## config.mk

```make
export PLATFORM = sky130hd
export DESIGN_NAME = lic_top
export DESIGN_NICKNAME = d
export VERILOG_FILES = /design/src/rtl/lic_pkg.sv /design/src/rtl/lic_latch.sv /design/src/rtl/lic_arb.sv /design/src/rtl/lic_stack.sv /design/src/rtl/lic_top.sv
export SDC_FILE = /design/constraint.sdc
export NUM_CORES = 1
export LEC_CHECK = 0
export BUFFER_PORTS_ARGS = -buffer_cell sky130_fd_sc_hd__buf_4
export CAP_MARGIN = 30
export CELL_PAD_IN_SITES_DETAIL_PLACEMENT = 1
export CELL_PAD_IN_SITES_GLOBAL_PLACEMENT = 1
export CORE_ASPECT_RATIO = 0.5
export CORE_MARGIN = 1
export CORE_UTILIZATION = 50
export CTS_CLUSTER_SIZE = 8
export DETAILED_ROUTE_END_ITERATION = 16
export PLACE_DENSITY_LB_ADDON = 0.1
export SLEW_MARGIN = 20
export SYNTH_ARGS = -nofsm -noshare
export SYNTH_HDL_FRONTEND = slang
export SYNTH_HIERARCHICAL = 1
export SYNTH_SLANG_ARGS = --single-unit
```

## constraint.sdc

```tcl
create_clock -name clk -period 5.35 [get_ports clk]
set_clock_uncertainty 0.05 [all_clocks]
set_input_delay 0.2675 -clock clk [delete_from_list [all_inputs] [get_ports clk]]
set_output_delay 0.2675 -clock clk [all_outputs]
set_load 0.02 [all_outputs]
```

## src/rtl/lic_pkg.sv

```systemverilog
package lic_pkg;
  typedef enum logic [1:0] {
    SEQ_IDLE = 2'd0,
    SEQ_ACK1 = 2'd1,
    SEQ_ACK2 = 2'd2
  } seq_t;
endpackage

```

## src/rtl/lic_latch.sv

```systemverilog
module lic_latch #(
  parameter int N_SRC = 4
) (
  input  logic             clk,
  input  logic             rst,
  input  logic [N_SRC-1:0] set_i,
  input  logic [N_SRC-1:0] sw_clr_i,
  input  logic [N_SRC-1:0] ack_clr_i,
  output logic [N_SRC-1:0] lat_o
);
  // a new request wins over either kind of clear
  for (genvar g = 0; g < N_SRC; g++) begin : g_lat
    always_ff @(posedge clk) begin
      if (rst) lat_o[g] <= 1'b0;
      else     lat_o[g] <= set_i[g] | (lat_o[g] & ~sw_clr_i[g] & ~ack_clr_i[g]);
    end
  end

  a_r6_ack_clr_single: assert property (@(posedge clk) disable iff (rst)
    $onehot0(ack_clr_i));
endmodule

```

## src/rtl/lic_arb.sv

```systemverilog
module lic_arb #(
  parameter int          N_SRC    = 4,
  parameter int          PC_W     = 12,
  parameter logic [11:0] VEC_BASE = 12'h020
) (
  input  logic [N_SRC-1:0] elig_i,
  output logic             any_o,
  output logic [N_SRC-1:0] win_o,
  output logic [PC_W-1:0]  vec_o
);
  localparam int IDX_W = (N_SRC > 1) ? $clog2(N_SRC) : 1;

  logic [IDX_W-1:0] idx;

  always_comb begin
    win_o = '0;
    idx   = '0;
    for (int i = N_SRC - 1; i >= 0; i--) begin
      if (elig_i[i]) begin
        win_o  = '0;
        win_o[i] = 1'b1;
        idx    = IDX_W'(i);
      end
    end
  end

  assign any_o = |elig_i;
  assign vec_o = PC_W'(VEC_BASE) + (PC_W'(idx) << 1);
endmodule

```

## src/rtl/lic_stack.sv

```systemverilog
module lic_stack #(
  parameter int DEPTH = 4,
  parameter int W     = 16
) (
  input  logic         clk,
  input  logic         rst,
  input  logic         push_i,
  input  logic         pop_i,
  input  logic [W-1:0] din_i,
  output logic         empty_o,
  output logic [W-1:0] top_o,
  output logic [W-1:0] dout_o,
  output logic         dout_vld_o,
  output logic         err_o
);
  localparam int SP_W  = (DEPTH > 1) ? $clog2(DEPTH) : 1;
  localparam int CNT_W = $clog2(DEPTH + 1);

  logic [W-1:0]     mem [DEPTH];
  logic [SP_W-1:0]  sp;
  logic [CNT_W-1:0] cnt;
  logic [SP_W-1:0]  sp_top;

  assign sp_top  = sp - SP_W'(1);
  assign empty_o = (cnt == '0);
  assign top_o   = mem[sp_top];

  // storage without reset so it maps onto distributed or block memory
  always_ff @(posedge clk) begin
    if (push_i) mem[sp] <= din_i;
  end

  always_ff @(posedge clk) begin
    if (rst) begin
      sp         <= '0;
      cnt        <= '0;
      err_o      <= 1'b0;
      dout_vld_o <= 1'b0;
      dout_o     <= '0;
    end else begin
      dout_vld_o <= 1'b0;
      if (push_i) begin
        sp <= sp + SP_W'(1);
        if (cnt == CNT_W'(DEPTH)) err_o <= 1'b1;
        else                      cnt   <= cnt + CNT_W'(1);
      end else if (pop_i) begin
        if (empty_o) begin
          err_o <= 1'b1;
        end else begin
          sp         <= sp_top;
          cnt        <= cnt - CNT_W'(1);
          dout_o     <= top_o;
          dout_vld_o <= 1'b1;
        end
      end
    end
  end

  a_r8_cnt_bound: assert property (@(posedge clk) disable iff (rst)
    cnt <= CNT_W'(DEPTH));
  a_r8_err_sticky: assert property (@(posedge clk) disable iff (rst)
    err_o |=> err_o);
endmodule

```

## src/rtl/lic_top.sv

```systemverilog
module lic_top
  import lic_pkg::*;
#(
  parameter int          N_SRC    = 4,
  parameter int          PC_W     = 12,
  parameter int          FL_W     = 4,
  parameter int          DEPTH    = 4,
  parameter int          BYP_IDX  = 1,
  parameter int          SF_BIT   = 0,
  parameter logic [11:0] VEC_BASE = 12'h020
) (
  input  logic             clk,
  input  logic             rst,
  input  logic [N_SRC-1:0] irq_i,
  input  logic             en_wr_i,
  input  logic [N_SRC-1:0] en_i,
  input  logic             ctl_wr_i,
  input  logic             ctl_ien_i,
  input  logic [N_SRC-1:0] ctl_keep_i,
  input  logic             insn_done_i,
  input  logic             tmr_busy_i,
  input  logic             reti_i,
  input  logic [PC_W-1:0]  pc_i,
  input  logic [FL_W-1:0]  flags_i,
  output logic             ack_busy_o,
  output logic             vec_ld_o,
  output logic [PC_W-1:0]  vec_o,
  output logic             ret_ld_o,
  output logic [PC_W-1:0]  ret_pc_o,
  output logic [FL_W-1:0]  ret_flags_o,
  output logic             ien_o,
  output logic             sf_o,
  output logic [N_SRC-1:0] pend_o,
  output logic             stk_err_o
);
  localparam int              CTX_W    = PC_W + FL_W;
  localparam logic [N_SRC-1:0] BYP_MASK = N_SRC'(1) << BYP_IDX;

  seq_t             state;
  logic [N_SRC-1:0] en_q;
  logic             bnd_q;
  logic [N_SRC-1:0] elig, win, ack_clr, sw_clr;
  logic             any, accept, idle, ret_go;
  logic [PC_W-1:0]  vec_nx;
  logic             stk_empty;
  logic [CTX_W-1:0] stk_top, stk_dout;

  assign idle    = (state == SEQ_IDLE);
  assign ret_go  = idle & reti_i;
  assign elig    = pend_o & (en_q | BYP_MASK);
  assign accept  = idle & ~reti_i & ien_o & any & ~tmr_busy_i & (insn_done_i | bnd_q);
  assign ack_clr = accept ? win : '0;
  assign sw_clr  = ctl_wr_i ? ~ctl_keep_i : '0;

  lic_latch #(.N_SRC(N_SRC)) u_latch (
    .clk(clk), .rst(rst), .set_i(irq_i), .sw_clr_i(sw_clr),
    .ack_clr_i(ack_clr), .lat_o(pend_o)
  );

  lic_arb #(.N_SRC(N_SRC), .PC_W(PC_W), .VEC_BASE(VEC_BASE)) u_arb (
    .elig_i(elig), .any_o(any), .win_o(win), .vec_o(vec_nx)
  );

  lic_stack #(.DEPTH(DEPTH), .W(CTX_W)) u_stack (
    .clk(clk), .rst(rst), .push_i(accept), .pop_i(ret_go),
    .din_i({pc_i, flags_i}), .empty_o(stk_empty), .top_o(stk_top),
    .dout_o(stk_dout), .dout_vld_o(ret_ld_o), .err_o(stk_err_o)
  );

  assign ret_pc_o    = stk_dout[CTX_W-1:FL_W];
  assign ret_flags_o = stk_dout[FL_W-1:0];

  always_ff @(posedge clk) begin
    if (rst) begin
      state      <= SEQ_IDLE;
      en_q       <= '0;
      bnd_q      <= 1'b0;
      ien_o      <= 1'b0;
      sf_o       <= 1'b0;
      ack_busy_o <= 1'b0;
      vec_ld_o   <= 1'b0;
      vec_o      <= '0;
    end else begin
      if (en_wr_i) en_q <= en_i;
      bnd_q <= (insn_done_i | bnd_q) & tmr_busy_i;

      if (accept)          ien_o <= 1'b0;
      else if (ret_go)     ien_o <= 1'b1;
      else if (ctl_wr_i)   ien_o <= ctl_ien_i;

      vec_ld_o <= 1'b0;
      unique case (state)
        SEQ_IDLE: begin
          if (accept) begin
            state      <= SEQ_ACK1;
            ack_busy_o <= 1'b1;
            vec_o      <= vec_nx;
          end else if (ret_go && !stk_empty) begin
            sf_o <= stk_top[SF_BIT];
          end
        end
        SEQ_ACK1: begin
          state    <= SEQ_ACK2;
          vec_ld_o <= 1'b1;
          sf_o     <= 1'b1;
        end
        default: begin
          state      <= SEQ_IDLE;
          ack_busy_o <= 1'b0;
        end
      endcase
    end
  end

  a_r5_busy_two: assert property (@(posedge clk) disable iff (rst)
    $rose(ack_busy_o) |=> (ack_busy_o && vec_ld_o));
  a_r5_busy_end: assert property (@(posedge clk) disable iff (rst)
    vec_ld_o |=> !ack_busy_o);
  a_r6_ien_cleared: assert property (@(posedge clk) disable iff (rst)
    $rose(ack_busy_o) |-> (!ien_o && $past(ien_o)));
  a_r7_ret_cause: assert property (@(posedge clk) disable iff (rst)
    ret_ld_o |-> ($past(reti_i) && ien_o));
  a_r5_boundary: assert property (@(posedge clk) disable iff (rst)
    $rose(ack_busy_o) |-> !$past(tmr_busy_i));
endmodule

```

## Word level (Yosys, flattened, before mapping)

Memory sizes are Yosys's and may differ from the RTL's.
Cells that the tools add are included.

- Add/sub/neg operators: 5
- Equal/unequal tests: 8
- Mux-type cells: 34
- Bitwise logic cells: 36
- Reductions and logical operators: 18

Operators with widths:

| operator | number |
|---|---|
| 4-bit two-way mux | 6 |
| 2-bit two-way mux | 8 |
| 1-bit AND | 15 |
| 1-bit NOT | 14 |
| 1-bit two-way mux | 13 |
| 3-bit two-way mux | 4 |
| 3-bit AND reduction | 4 |
| 2-bit != test (second input constant) | 4 |
| 2-bit nonzero test | 4 |
| 6-bit by 3-bit adder with 7-bit output (first input constant) | 1 |
| 2-bit AND reduction | 3 |
| 1-bit bitwise OR | 5 |
| 4-bit AND | 1 |
| 2-bit by 1-bit != test with 1-bit output (second input constant) | 2 |
| 4-bit NOT | 1 |
| 1-bit one-hot mux with 2 select lines | 2 |
| 2-bit one-hot mux with 2 select lines | 1 |
| 4-bit OR reduction | 1 |
| 3-bit by 1-bit adder with 3-bit output (second input constant) | 1 |
| 3-bit equality test (second input constant) | 1 |
| 3-bit zero test | 1 |
| 3-bit OR reduction | 1 |
| 3-bit by 1-bit subtractor with 3-bit output (second input constant) | 1 |
| 2-bit by 1-bit adder with 2-bit output (second input constant) | 1 |
| other kinds (6) | 6 |

- Flip-flop bits (word level): 50
- RAM bits: 64
- Bits of input ports: 36
- Output and inout port bits: 38
- Word-level logic and storage cells: 119
- Memories kept: 1

Memory list:

| name | words | bits a word | rd ports | clocked after Yosys merged registers in | write ports | RTL line | text |
|---|---|---|---|---|---|---|---|
| u_stack.mem | 4 | 16 | 1 | 0 | 1 | lic_stack.sv:19 | `logic [W-1:0] mem [DEPTH];` |

## Logic depth before layout (Yosys ltp)

- Depth after elaboration: 10
- Depth in mapped cells: 11
- Gate-level depth less buffers: 9

## Cells and area by module

Netlist, hierarchy kept.

Modules (own cells, without submodules):

| module | instances | cells each | area an instance (um^2) | seq. area each (um^2) |
|---|---|---|---|---|
| lic_stack | 1 | 172 | 3291.9 | 2382.3 |
| lic_top | 1 | 99 | 1016.0 | 440.4 |
| lic_latch | 1 | 16 | 150.1 | 80.1 |
| lic_arb | 1 | 22 | 141.4 | 0.0 |

## Least setup slack after synthesis

OpenSTA, ideal clock, no wires.

- Path type: register -> register
- Start point: register u_latch.lat_o[0]
- End point: register u_stack.cnt[2]
- Library setup time: 121 ps
- Arrival time: 2713 ps
- Data required time: 5179 ps
- Slack: 2466 ps
- Cell stages (with the launch flop): 12
- Path buffers: 2
- Period minus slack after synthesis: 2884 ps
- Cell sequence: dfxtp_1 > and2_1 > or4_1 > nand4bb_4 > nor4_4 > buf_6 > clkbuf_1 > inv_1 > fa_1 > xnor2_1 > o311ai_0 > mux2_2

- Word-level cells in the longest chain between the ends: 7
- Elaborated cells on any way between the ends: 10
- Classes of those cells: eq/ne: 2; mux: 1; bitwise: 4; reduce/logical: 3

Ends and longest elaborated chain:

| item | RTL line | text |
|---|---|---|
| start, declared | lic_latch.sv:9 | `output logic [N_SRC-1:0] lat_o` |
| start signal, assigned by index | lic_latch.sv:15 | `else lat_o[g] <= set_i[g] \| (lat_o[g] & ~sw_clr_i[g] & ~ack_clr_i[g]);` |
| 4-bit AND (*) | lic_top.sv:50 | `assign elig = pend_o & (en_q \| BYP_MASK);` |
| net elig[0] | lic_top.sv:42 | `logic [N_SRC-1:0] elig, win, ack_clr, sw_clr;` |
| 4-bit OR reduction (*) | lic_arb.sv:27 | `assign any_o = \|elig_i;` |
| net any | lic_top.sv:43 | `logic any, accept, idle, ret_go;` |
| 1-bit AND (*) (3 in series) | lic_top.sv:51 | `assign accept = idle & ~reti_i & ien_o & any & ~tmr_busy_i & (insn_done_i \| bnd_q);` |
| net accept | lic_top.sv:43 |  |
| 2-bit != test (no source line) or 2-bit nonzero test (tied branches) | -- |  |
| 3-bit AND reduction (no source line) | -- |  |
| end signal, assigned | lic_stack.sv:45 | `else cnt <= cnt + CNT_W'(1);` |
| end signal, assigned | lic_stack.sv:51 | `cnt <= cnt - CNT_W'(1);` |
| end, declared | lic_stack.sv:21 | `logic [CNT_W-1:0] cnt;` |

The timed path passes the listed nets; every way through them passes the cells marked *.
A chain may end at the register's enable or synchronous reset.

## Worst setup path in the final report

- Start point: register u_latch.lat_o[0]
- End point: register u_stack.cnt[2]

- Word-level cells in the longest chain between the ends: 7
- Elaborated cells on any way between the ends: 10
- Classes of those cells: eq/ne: 2; mux: 1; bitwise: 4; reduce/logical: 3

Ends and longest elaborated chain:

| item | RTL line |
|---|---|
| 4-bit AND (*) | lic_top.sv:50 |
| net elig[0] | lic_top.sv:42 |
| 4-bit OR reduction (*) | lic_arb.sv:27 |
| net any | lic_top.sv:43 |
| 1-bit AND (*) (3 in series) | lic_top.sv:51 |
| 2-bit != test (no source line) or 2-bit nonzero test (tied branches) | -- |
| 3-bit AND reduction (no source line) | -- |

Marked as above.

==> run summary <==
Cells after synthesis: 309
Hold Crit Class: input port to register
Fmax: 336 MHz
Outcome: completed
Largest net degree at the start of global routing: 48
Most numerous cell in the Yosys netlist: edfxtp_1
RSZ-0062 raised after global routing: no
Leak Pwr: 2.23 nW
Initial antenna violation count: 0
Final TNS setup: 0 ps
Worst endpoint required time: 5590 ps
Gr ovfl total: 0
Worst-path clk slew: 60 ps
Worst setup EP type: register
Final Slew Violations: 0
Post-synth EDFFs: 64
CTS Buf Count: 17
CP Launch Type: register
Post-DR wirelength/cell: 19.3 microns
Yosys cell types: 48
Area Growth Syn to Fin: 27.9%
P_sw: 0.727 mW
Tot GR Track Use: 0.231
First-pass GRT wire length: 15.7 mm
Top cells by count, synth: edfxtp_1, dfxtp_1, nand2b_1
Seq/Total Area, Yosys: 0.631
Top area cells in the synthesized netlist: edfxtp_1, dfxtp_1, mux4_2, nand2b_1, mux2i_1
Clock latency on the worst-skew pair: 410 ps
I/O Buffers: 72
Root Driver: clkbuf_16
Gate power share: 0.187
Ports: 74
CP max stage cell: fa_1
Post-route ant nets: 0
#FFs+latches synth: 113
Synth async-reset ratio: 0
Reg area: 0.00290 sq mm
Setup Fix Bufs, Post-CTS: 0
Relative slew slack: 0.383
Share of cells above drive strength 1: 0.338
CP max FO: 10
Footprint of the multi-input gates: 0.00150 sq mm
Vias post-DR: 2815
Post-Synthesis Cell Area: 0.00460 sq mm
DR pass1 iterations: 4
Post-route setup slack: 2380 ps
Yosys warnings: 6
Die Area: 0.00961 sq mm
Slowest cell delay on critical path: 490 ps
DRC violations left: 0
CTS tree: yes
Share of the synthesized area in the top cell type: 0.418
PwrDens: 457 mW/mm^2
Worst-Margin Slew: 926 ps
Total Nets Final: 439
Worst-path cell chain: and2_1 > or4_1 > nand4bb_4 > nor4_4 > inv_1 > fa_1 > xnor2_1 > o311ai_0 > mux2_2
Die Span X: 138 microns
Yosys top cell by area: edfxtp_1
# setup viols final: 0
Dominant synthesized flop cell: edfxtp_1
Dpl ws: 2410 ps
Period utilization: 0.556
Total wire length: 10.2 mm
CTS Hold Buffers Added: 10
Drt initial violations: 144
CTS Sinks: 113
Core Region: 0.00883 sq mm
Worst IR drop on VDD: 0.274 mV
Number of global-route vias before repair: 2906
Maximum root-to-sink buffer count: 2
Crit Path Category: register to register
Clk pwr share: 0.434
Num rows: 24
Die height: 69.8 microns
Synth Area per Inst: 14.9 sq um
Sequential fraction of design power: 0.379
H-tree depth: 4
Worst Path Buf+Inv: 1
Diodes inserted: 0
Delay-heaviest family, CP: simple AND/OR/NAND/NOR gates
Number of fill cells in the layout: 817
Post-CTS sizing: 0
Max Cap Viol: 0
Crit path DAT: 3220 ps
Total internal power: 1.96 mW
Minimum clock period: 2970 ps
Final GP Congestion: 0.728
Vias/cell: 5.33
Starting Density: 0.521
DPL Wire Length: 5.72 mm
Switch share: 0.271
Final Hold Fails: 0
==> power groups by stage <==
stage	combinational, mW	clock, mW	sequential, mW
floorplan	0.313	0	1.07
global placement	0.475	0	1.03
detailed placement	0.489	0	1.03
CTS	0.507	1.18	1.02
global route	0.542	1.22	1.02
finish	0.502	1.17	1.02
==> worst paths after layout <==
kind	from	end	slack, ps	cells after the start
max	u_latch/lat_o[0]	u_stack/cnt[2]	2380	9
min	flags_i[0]	u_stack/mem[1][0]	20	1
max reg2reg	u_latch/lat_o[0]	u_stack/cnt[2]	2380	9
min reg2reg	u_stack/err_o	u_stack/err_o	400	2
==> per-stage QoR <==
stage,instance area [sq um],hold slack (ps),cells,power (mW),util
final,5880,18.1,528,2.69,0.666
after global placement,5150,390,484,1.50,0.584
after floorplan,4630,287,317,1.38,-
after global routing,5880,5.26,528,2.78,0.666
after detailed placement,5150,392,484,1.52,0.584
after CTS,5860,0.152,526,2.71,0.664
==> per-layer routing <==
layer  part of all wire  vias to the layer above  track usage
li1                   -                     1297            -
met1               0.42                     1412        0.281
met2               0.50                       89        0.381
met3              0.069                       17       0.0724
met4              0.019                        0       0.0965
met5                  0                        -            0
==> final cells by class <==
class | count | area share
Inverter | 12 | 0.00766
Sequential cell | 113 | 0.493
Multi-Input combinational cell | 167 | 0.255
Tap cell | 117 | 0.0249
Clock buffer | 18 | 0.0729
Timing Repair Buffer | 87 | 0.116
Clock inverter | 14 | 0.0304
==> kinds of logic after synthesis <==
| group | count (synthesis) | share of synthesized area |
|---|---|---|
| other | 2 | 0.00163 |
| muxes | 32 | 0.113 |
| and+or+nand+nor | 80 | 0.116 |
| DFF | 113 | 0.631 |
| adders and majority gates | 5 | 0.0152 |
| AOI/OAI and AO/OA | 38 | 0.0694 |
| xor gates and xnor gates | 2 | 0.00381 |
| buffers and inverters | 37 | 0.0498 |
==> state kept, by name, summed over array words and instances (netlist names), 2 cells and up <==
register and flops:
u_latch/lat_o 4, en_q 3, u_stack/mem 64, u_stack/dout_o 16, vec_o 12, u_stack/cnt 3
state 2, u_stack/sp 2
==> cells in the final DEF (no fill, tap or decap), types with 2 or more instances in the layout <==
cell type and count:
nor2b_1 9, edfxtp_1 64, clkinvlp_4 3, dlygate4sd3_1 12, a221oi_1 2, nand2b_1 25, mux2i_1 15, a22o_1 6
clkinv_4 3, bufinv_16 3, ha_1 4, buf_4 75, a22o_2 10, nor3_1 2, a21oi_1 9, nand2_1 4
inv_1 12, nor3b_1 4, conb_1 10, nor2_1 9, inv_6 4, clkbuf_16 17, and2_1 12, dfxtp_1 49
or3b_1 5, o311ai_0 2, mux4_2 16
==> worst reg2reg max path: cells and delay by family, from the launching register on <==
| family | cells | cell delay (ps) |
|---|---|---|
| adder cells (fa/ha/maj) | 1 | 490 |
| flip-flops | 1 | 360 |
| XOR/XNOR | 1 | 130 |
| AND/OR/NAND/NOR | 4 | 1070 |
| AO/OA/AOI/OAI | 1 | 130 |
| buffers and inverters | 1 | 250 |
| multiplexers | 1 | 380 |
(Power assumes the default switching activity.)
